==> src/rtl/pad_port_pkg.sv <==
package pad_port_pkg;
  localparam int unsigned DEF_PAD_W   = 8;
  localparam int unsigned DEF_SLOTS   = 3;
  localparam int unsigned NUM_PORTS   = 2;
  localparam int unsigned NUM_PADS    = 2 * NUM_PORTS;

  typedef enum logic {
    LAYOUT_TWO  = 1'b0,
    LAYOUT_FOUR = 1'b1
  } layout_e;
endpackage

==> src/rtl/strobe_ctl.sv <==
module strobe_ctl (
  input  logic clk,
  input  logic rst_n,
  input  logic wr_en,
  input  logic wr_bit,
  output logic strobe_q,
  output logic latch_evt
);
  // falling transition of the stored strobe caused by a write
  assign latch_evt = wr_en & strobe_q & ~wr_bit;

  always_ff @(posedge clk) begin
    if (!rst_n)     strobe_q <= 1'b0;
    else if (wr_en) strobe_q <= wr_bit;
  end


  strobe_store_chk: assert property (@(posedge clk) disable iff (!rst_n)
    wr_en |=> (strobe_q == $past(wr_bit)));


  latch_falls_chk: assert property (@(posedge clk) disable iff (!rst_n)
    latch_evt |=> !strobe_q);
endmodule

==> src/rtl/serial_port_shifter.sv <==
module serial_port_shifter
  import pad_port_pkg::*;
#(
  parameter int unsigned PAD_W    = DEF_PAD_W,
  parameter int unsigned SLOTS    = DEF_SLOTS,
  parameter int unsigned PORT_IDX = 0
) (
  input  logic             clk,
  input  logic             rst_n,
  input  logic             strobe_q,
  input  logic             load,
  input  logic             rd,
  input  logic             four,
  input  logic [PAD_W-1:0] pad_lo,
  input  logic [PAD_W-1:0] pad_hi,
  output logic             ser
);
  localparam int unsigned FRAME_W = PAD_W * SLOTS;
  localparam logic [PAD_W-1:0] SIG = PAD_W'(1) << PORT_IDX;

  logic [FRAME_W-1:0] sh_q;
  logic [FRAME_W-1:0] frame_w;
  logic               shift_evt;

  function automatic logic [FRAME_W-1:0] make_frame(
    input layout_e          lay,
    input logic [PAD_W-1:0] lo,
    input logic [PAD_W-1:0] hi);
    logic [FRAME_W-1:0] f;
    for (int s = 0; s < int'(SLOTS); s++) f[s*PAD_W +: PAD_W] = SIG;
    f[0 +: PAD_W] = lo;
    if (lay == LAYOUT_FOUR && SLOTS > 1) f[PAD_W +: PAD_W] = hi;
    return f;
  endfunction

  assign frame_w   = make_frame(layout_e'(four), pad_lo, pad_hi);
  assign shift_evt = rd & ~strobe_q & ~load;

  always_ff @(posedge clk) begin
    if (!rst_n) begin
      sh_q <= '1;
      ser  <= 1'b0;
    end else begin
      if (load)           sh_q <= frame_w;
      else if (shift_evt) sh_q <= {1'b1, sh_q[FRAME_W-1:1]};
      if (rd)             ser  <= strobe_q ? pad_lo[0] : sh_q[0];
    end
  end


  frame_load_chk: assert property (@(posedge clk) disable iff (!rst_n)
    load |=> (sh_q == $past(frame_w)));


  lsb_out_chk: assert property (@(posedge clk) disable iff (!rst_n)
    shift_evt |=> (ser == $past(sh_q[0])));


  fill_one_chk: assert property (@(posedge clk) disable iff (!rst_n)
    shift_evt |=> sh_q[FRAME_W-1]);


  hold_no_shift_chk: assert property (@(posedge clk) disable iff (!rst_n)
    (rd && strobe_q && !load) |=> $stable(sh_q));


  idle_stable_chk: assert property (@(posedge clk) disable iff (!rst_n)
    (!rd && !load) |=> ($stable(sh_q) && $stable(ser)));
endmodule

==> src/rtl/pad_port_latch.sv <==
module pad_port_latch
  import pad_port_pkg::*;
#(
  parameter int unsigned PAD_W = DEF_PAD_W,
  parameter int unsigned SLOTS = DEF_SLOTS
) (
  input  logic                        clk,
  input  logic                        rst_n,
  input  logic                        four_player,
  input  logic [NUM_PADS*PAD_W-1:0]   pads_i,
  input  logic                        strobe_wr,
  input  logic                        strobe_val,
  input  logic [NUM_PORTS-1:0]        rd_port,
  output logic [NUM_PORTS-1:0]        ser_out
);
  logic strobe_q;
  logic latch_evt;

  strobe_ctl u_strobe (
    .clk       (clk),
    .rst_n     (rst_n),
    .wr_en     (strobe_wr),
    .wr_bit    (strobe_val),
    .strobe_q  (strobe_q),
    .latch_evt (latch_evt)
  );

  for (genvar p = 0; p < int'(NUM_PORTS); p++) begin : g_port
    serial_port_shifter #(
      .PAD_W    (PAD_W),
      .SLOTS    (SLOTS),
      .PORT_IDX (p)
    ) u_shift (
      .clk      (clk),
      .rst_n    (rst_n),
      .strobe_q (strobe_q),
      .load     (latch_evt),
      .rd       (rd_port[p]),
      .four     (four_player),
      .pad_lo   (pads_i[p*PAD_W +: PAD_W]),
      .pad_hi   (pads_i[(p+NUM_PORTS)*PAD_W +: PAD_W]),
      .ser      (ser_out[p])
    );
  end


  reset_out_chk: assert property (@(posedge clk)
    !rst_n |=> (ser_out == '0 && !strobe_q));
endmodule

==> config.mk <==
export PLATFORM = sky130hd
export DESIGN_NAME = pad_port_latch
export DESIGN_NICKNAME = d
export VERILOG_FILES = /design/src/rtl/pad_port_pkg.sv /design/src/rtl/strobe_ctl.sv /design/src/rtl/serial_port_shifter.sv /design/src/rtl/pad_port_latch.sv
export SDC_FILE = /design/constraint.sdc
export NUM_CORES = 1
export LEC_CHECK = 0
export BUFFER_PORTS_ARGS = -buffer_cell sky130_fd_sc_hd__buf_4
export CORE_MARGIN = 2
export CORE_UTILIZATION = 40
export CTS_CLUSTER_SIZE = 28
export DETAILED_ROUTE_END_ITERATION = 12
export PLACE_DENSITY_LB_ADDON = 0.05
export SYNTH_ARGS = -nofsm -noshare
export SYNTH_HDL_FRONTEND = slang
export SYNTH_HIERARCHICAL = 1
export SYNTH_SLANG_ARGS = --single-unit
==> constraint.sdc <==
create_clock -name clk -period 1.3 [get_ports clk]
set_input_delay 0.065 -clock clk [delete_from_list [all_inputs] [get_ports clk]]
set_output_delay 0.065 -clock clk [all_outputs]
set_load 0.1 [all_outputs]
==> PnR_summary.wiki <==
{| class="wikitable"
! Metric !! Value
|-
| Aggregate global routing overflow || 0
|-
| Worst Hold Class || primary input to flop
|-
| Switching share of total power || 0.239
|-
| Instance count of the mapped netlist || 233
|-
| Worst-case setup margin in the final layout || 70.1 ps
|-
| Headroom to the max-slew limit || 0.673
|-
| Buffer levels on the longest clock path || 2
|-
| Synthesized area || 2200 µm²
|-
| Actual slew at the worst max-slew pin || 491 ps
|-
| Maximum clock frequency || 813 MHz
|-
| Input/output buffers || 40
|-
| Initial DRC count || 89
|-
| Crit path max-delay family || simple AND/OR/NAND/NOR gates
|-
| Sequential cell fraction of total power || 0.494
|-
| Post-Layout Cell Count || 381
|-
| Final Hold Vio Count || 1
|-
| Mean routed wirelength per cell || 13.2 µm
|-
| Total GRT Usage || 0.165
|-
| Total count of max-transition violations in the final report || 0
|-
| Critical path class || flop to flop
|-
| Height of the die || 78.2 µm
|-
| Maximum net fanout on the critical path || 8
|-
| Clk pwr share || 0.336
|-
| Power Dens Cells || 1070 nW/µm²
|-
| Worst path buffer plus inverter count || 0
|-
| Net count after synthesis || 272
|-
| Root Driver || sky130_fd_sc_hd__clkbuf_8
|-
| Setup repair after global routing missed its margin || yes
|-
| Run status || finished with violations
|-
| Initial Utilization || 0.408
|-
| Final weighted congestion in routability-driven placement || 0.682
|-
| Int Pwr || 2.62 mW
|-
| Total wirelength of the detailed-routed design || 5040 µm
|-
| Site row count || 27
|-
| Overall power of the completed layout || 3.44 mW
|-
| Horizontal die dimension || 78.2 µm
|-
| Total CTS buffers || 5
|-
| Total via count in the routed design || 1889
|-
| Clock tree skew after final layout || 5.57 ps
|-
| Clock edge transition at the registers on the reported setup and hold paths || 90 ps
|-
| Final period util || 0.946
|-
| Violations in the final reports || negative hold slack
|-
| Area growth syn-to-layout || 45.4%
|-
| Antenna violations before repair || 0
|-
| Worst reg-to-reg setup slack || 70 ps
|-
| Switching power || 0.824 mW
|-
| Final layout net count || 347
|-
| Insertion delay of the later-clocked pin in the worst-skew pair || 300 ps
|-
| Largest vdd supply drop || 0.581 mV
|-
| Total Die Area || 6120 µm²
|-
| Post-Route Hold Slack || -1.07 ps
|-
| Filler cell count in the final layout || 504
|-
| Highest cell delay on the worst timing path || 380 ps
|-
| Part of the power in combinational logic || 0.170
|-
| Critical path data required time || 1460 ps
|-
| Placed Cells || 339
|-
| First-pass GRT wire length || 8190 µm
|-
| Count of distinct cell types in the synthesized netlist || 22
|-
| Number of sinks on the clock net || 51
|-
| Detailed Routing Iterations Pass 1 || 4
|-
| Cell area after placement || 2660 µm²
|-
| Data arrival, critical path || 1390 ps
|-
| Antenna cells || 0
|-
| Number of maximum-capacitance violations || 0
|-
| Cell with the biggest individual delay on the critical path || sky130_fd_sc_hd__dfxtp_4
|-
| Register bit count reported by yosys || 51
|-
| Ratio of cells with drive above 1 in the final layout || 0.252
|-
| Sequential share of the synthesized area || 0.463
|-
| Worst-path cell chain || and3b_4 > and2_4 > nor2b_1 > o21ai_0
|-
| H-Tree Depth || 2
|-
| TritonCTS clock tree || done
|-
| Mean post-synth cell area || 9.46 µm²
|-
| Via-to-Cell Ratio || 4.96
|-
| Setup-failing EPs final || 0
|-
| Critical path endpoint category || flop
|-
| Ys Warns || 6
|-
| Kind of start point of the critical path || flop
|-
| Final critical-path required period || 1230 ps
|-
| DRC violations left || 0
|-
| Final standard cell area without fillers || 3200 µm²
|-
| Post-route core utilization || 0.593
|-
| Residual antenna-violating net count after detailed routing || 0
|-
| Final HPWL DP || 2930 µm
|-
| Leakage Power || 1.32 nW
|-
| Core Box Area || 5410 µm²
|-
| Number of global-route vias before repair || 1827
|-
| IO Pins || 41
|-
| Post-placement setup slack || -19.8 ps
|-
| Pin count of the biggest net entering global routing || 52
|}
## layout make-up
| type | instances | area (µm²) | share of cell area |
|---|---|---|---|
| Timing Repair Buffer | 88 | 850 | 0.265 |
| Clock inverter | 2 | 38.8 | 0.0121 |
| Sequential cell | 51 | 1020 | 0.320 |
| Multi-Input combinational cell | 162 | 1120 | 0.349 |
| Clock buffer | 6 | 82.6 | 0.0258 |
| Tap cell | 72 | 90.1 | 0.0281 |
## cells in the mapped netlist
master,n,area share
sky130_fd_sc_hd__dfxtp_1,51,0.46
sky130_fd_sc_hd__nand2_1,36,0.061
sky130_fd_sc_hd__nand3b_1,30,0.10
sky130_fd_sc_hd__mux2i_1,29,0.13
sky130_fd_sc_hd__nand4_1,14,0.040
sky130_fd_sc_hd__o211ai_1,14,0.048
sky130_fd_sc_hd__clkbuf_1,13,0.022
sky130_fd_sc_hd__o21ai_1,10,0.023
sky130_fd_sc_hd__o21ai_0,6,0.014
sky130_fd_sc_hd__buf_2,5,0.011
sky130_fd_sc_hd__nand2b_1,3,0.0085
sky130_fd_sc_hd__nor2b_1,3,0.0085
sky130_fd_sc_hd__a211oi_1,2,0.0068
sky130_fd_sc_hd__and2_1,2,0.0057
sky130_fd_sc_hd__and2b_1,2,0.0068
sky130_fd_sc_hd__and3b_1,2,0.0080
sky130_fd_sc_hd__buf_4,2,0.0068
sky130_fd_sc_hd__nand4b_1,2,0.0080
sky130_fd_sc_hd__nor2_1,2,0.0034
sky130_fd_sc_hd__o2111ai_1,2,0.0080
sky130_fd_sc_hd__o211a_1,2,0.0091
sky130_fd_sc_hd__and3b_2,1,0.0045
## through the flow
| stage | hold WS [ps] | setup TNS (ps) |
|---|---|---|
| finish | -1.07 | 0 |
| global route | 12.9 | -10.4 |
| CTS | 1.35 | 0 |
| detailed placement | 289 | -19.8 |
| global placement | 287 | 0 |
| floorplan | 141 | 0 |
## worst register-to-register path, cell delays in order (launching register included)
cell                      delay, ps
sky130_fd_sc_hd__dfxtp_4        380
sky130_fd_sc_hd__and3b_4        310
sky130_fd_sc_hd__and2_4         200
sky130_fd_sc_hd__nor2b_1        120
sky130_fd_sc_hd__o21ai_0         90
## placed cells by master, fill, tap and decap left out
master and n:
sky130_fd_sc_hd__nand2_1 36, sky130_fd_sc_hd__nand4_1 14, sky130_fd_sc_hd__and2b_4 1, sky130_fd_sc_hd__a211oi_1 1, sky130_fd_sc_hd__dfxtp_1 50, sky130_fd_sc_hd__o2111ai_1 2
sky130_fd_sc_hd__nand4b_1 2, sky130_fd_sc_hd__clkbuf_16 4, sky130_fd_sc_hd__o211ai_1 14, sky130_fd_sc_hd__and3b_4 1, sky130_fd_sc_hd__a211oi_2 1, sky130_fd_sc_hd__buf_4 53
sky130_fd_sc_hd__bufinv_16 1, sky130_fd_sc_hd__and2_4 2, sky130_fd_sc_hd__dfxtp_4 1, sky130_fd_sc_hd__o21ai_0 6, sky130_fd_sc_hd__nand3b_1 30, sky130_fd_sc_hd__and2b_2 1
sky130_fd_sc_hd__mux2i_1 29, sky130_fd_sc_hd__nor2b_1 3, sky130_fd_sc_hd__clkbuf_8 6, sky130_fd_sc_hd__inv_6 1, sky130_fd_sc_hd__buf_12 4, sky130_fd_sc_hd__o211a_1 2
sky130_fd_sc_hd__nand2b_4 1, sky130_fd_sc_hd__and3b_1 2, sky130_fd_sc_hd__o21ai_1 10, sky130_fd_sc_hd__dlygate4sd3_1 26, sky130_fd_sc_hd__buf_6 1, sky130_fd_sc_hd__nand2b_1 2
sky130_fd_sc_hd__nor2_1 2
## power by group through the flow
stage | clock (mW) | sequential, mW | combinational (mW)
6_report | 1.16 | 1.70 | 0.584
3_5_place_dp | 0 | 1.74 | 0.475
3_3_place_gp | 0 | 1.74 | 0.476
2_1_floorplan | 0 | 1.77 | 0.253
5_1_grt | 1.25 | 1.71 | 0.639
4_1_cts | 1.18 | 1.70 | 0.540
## state kept, by name, indices dropped and copies added, names as in the netlist
register / count
g_port.u_shift/sh_q: 48
g_port.u_shift/ser: 2
u_strobe/strobe_q: 1
## per-layer routing
layer  routed length (µm)  vias up  GRT usage
li1                     -      984          -
met1                 2480      858      0.212
met2                 2320       42      0.272
met3                  192        5     0.0437
met4                   50        0     0.0491
met5                    0        -          0
## cell families (layout without fill, tap and decap cells)
logic type | count (synthesis) | after routing | share of synthesized area
buffers and inverters | 20 | 96 | 0.0403
multiplexers | 29 | 29 | 0.132
AND/OR/NAND/NOR | 97 | 97 | 0.257
AO/OA/AOI/OAI | 36 | 36 | 0.108
flip-flops | 51 | 51 | 0.463
## final timing paths
check                              from                          to  cells after the start
max                   u_strobe/strobe_q   g_port[0].u_shift/sh_q[8]                      4
min                          pads_i[29]  g_port[1].u_shift/sh_q[13]                      3
max reg2reg           u_strobe/strobe_q   g_port[0].u_shift/sh_q[8]                      4
min reg2reg  g_port[0].u_shift/sh_q[17]  g_port[0].u_shift/sh_q[16]                      2
## what timing repair did
action	CTS	global route
gates resized for setup	1	10
cloned	0	5
hold buffers	26	0
buffers inserted	0	3
endpoints found under the hold margin	26	0
pin swaps	0	2
endpoints found under the setup margin	4	28
Note: power is estimated with default switching activity, not from simulation.
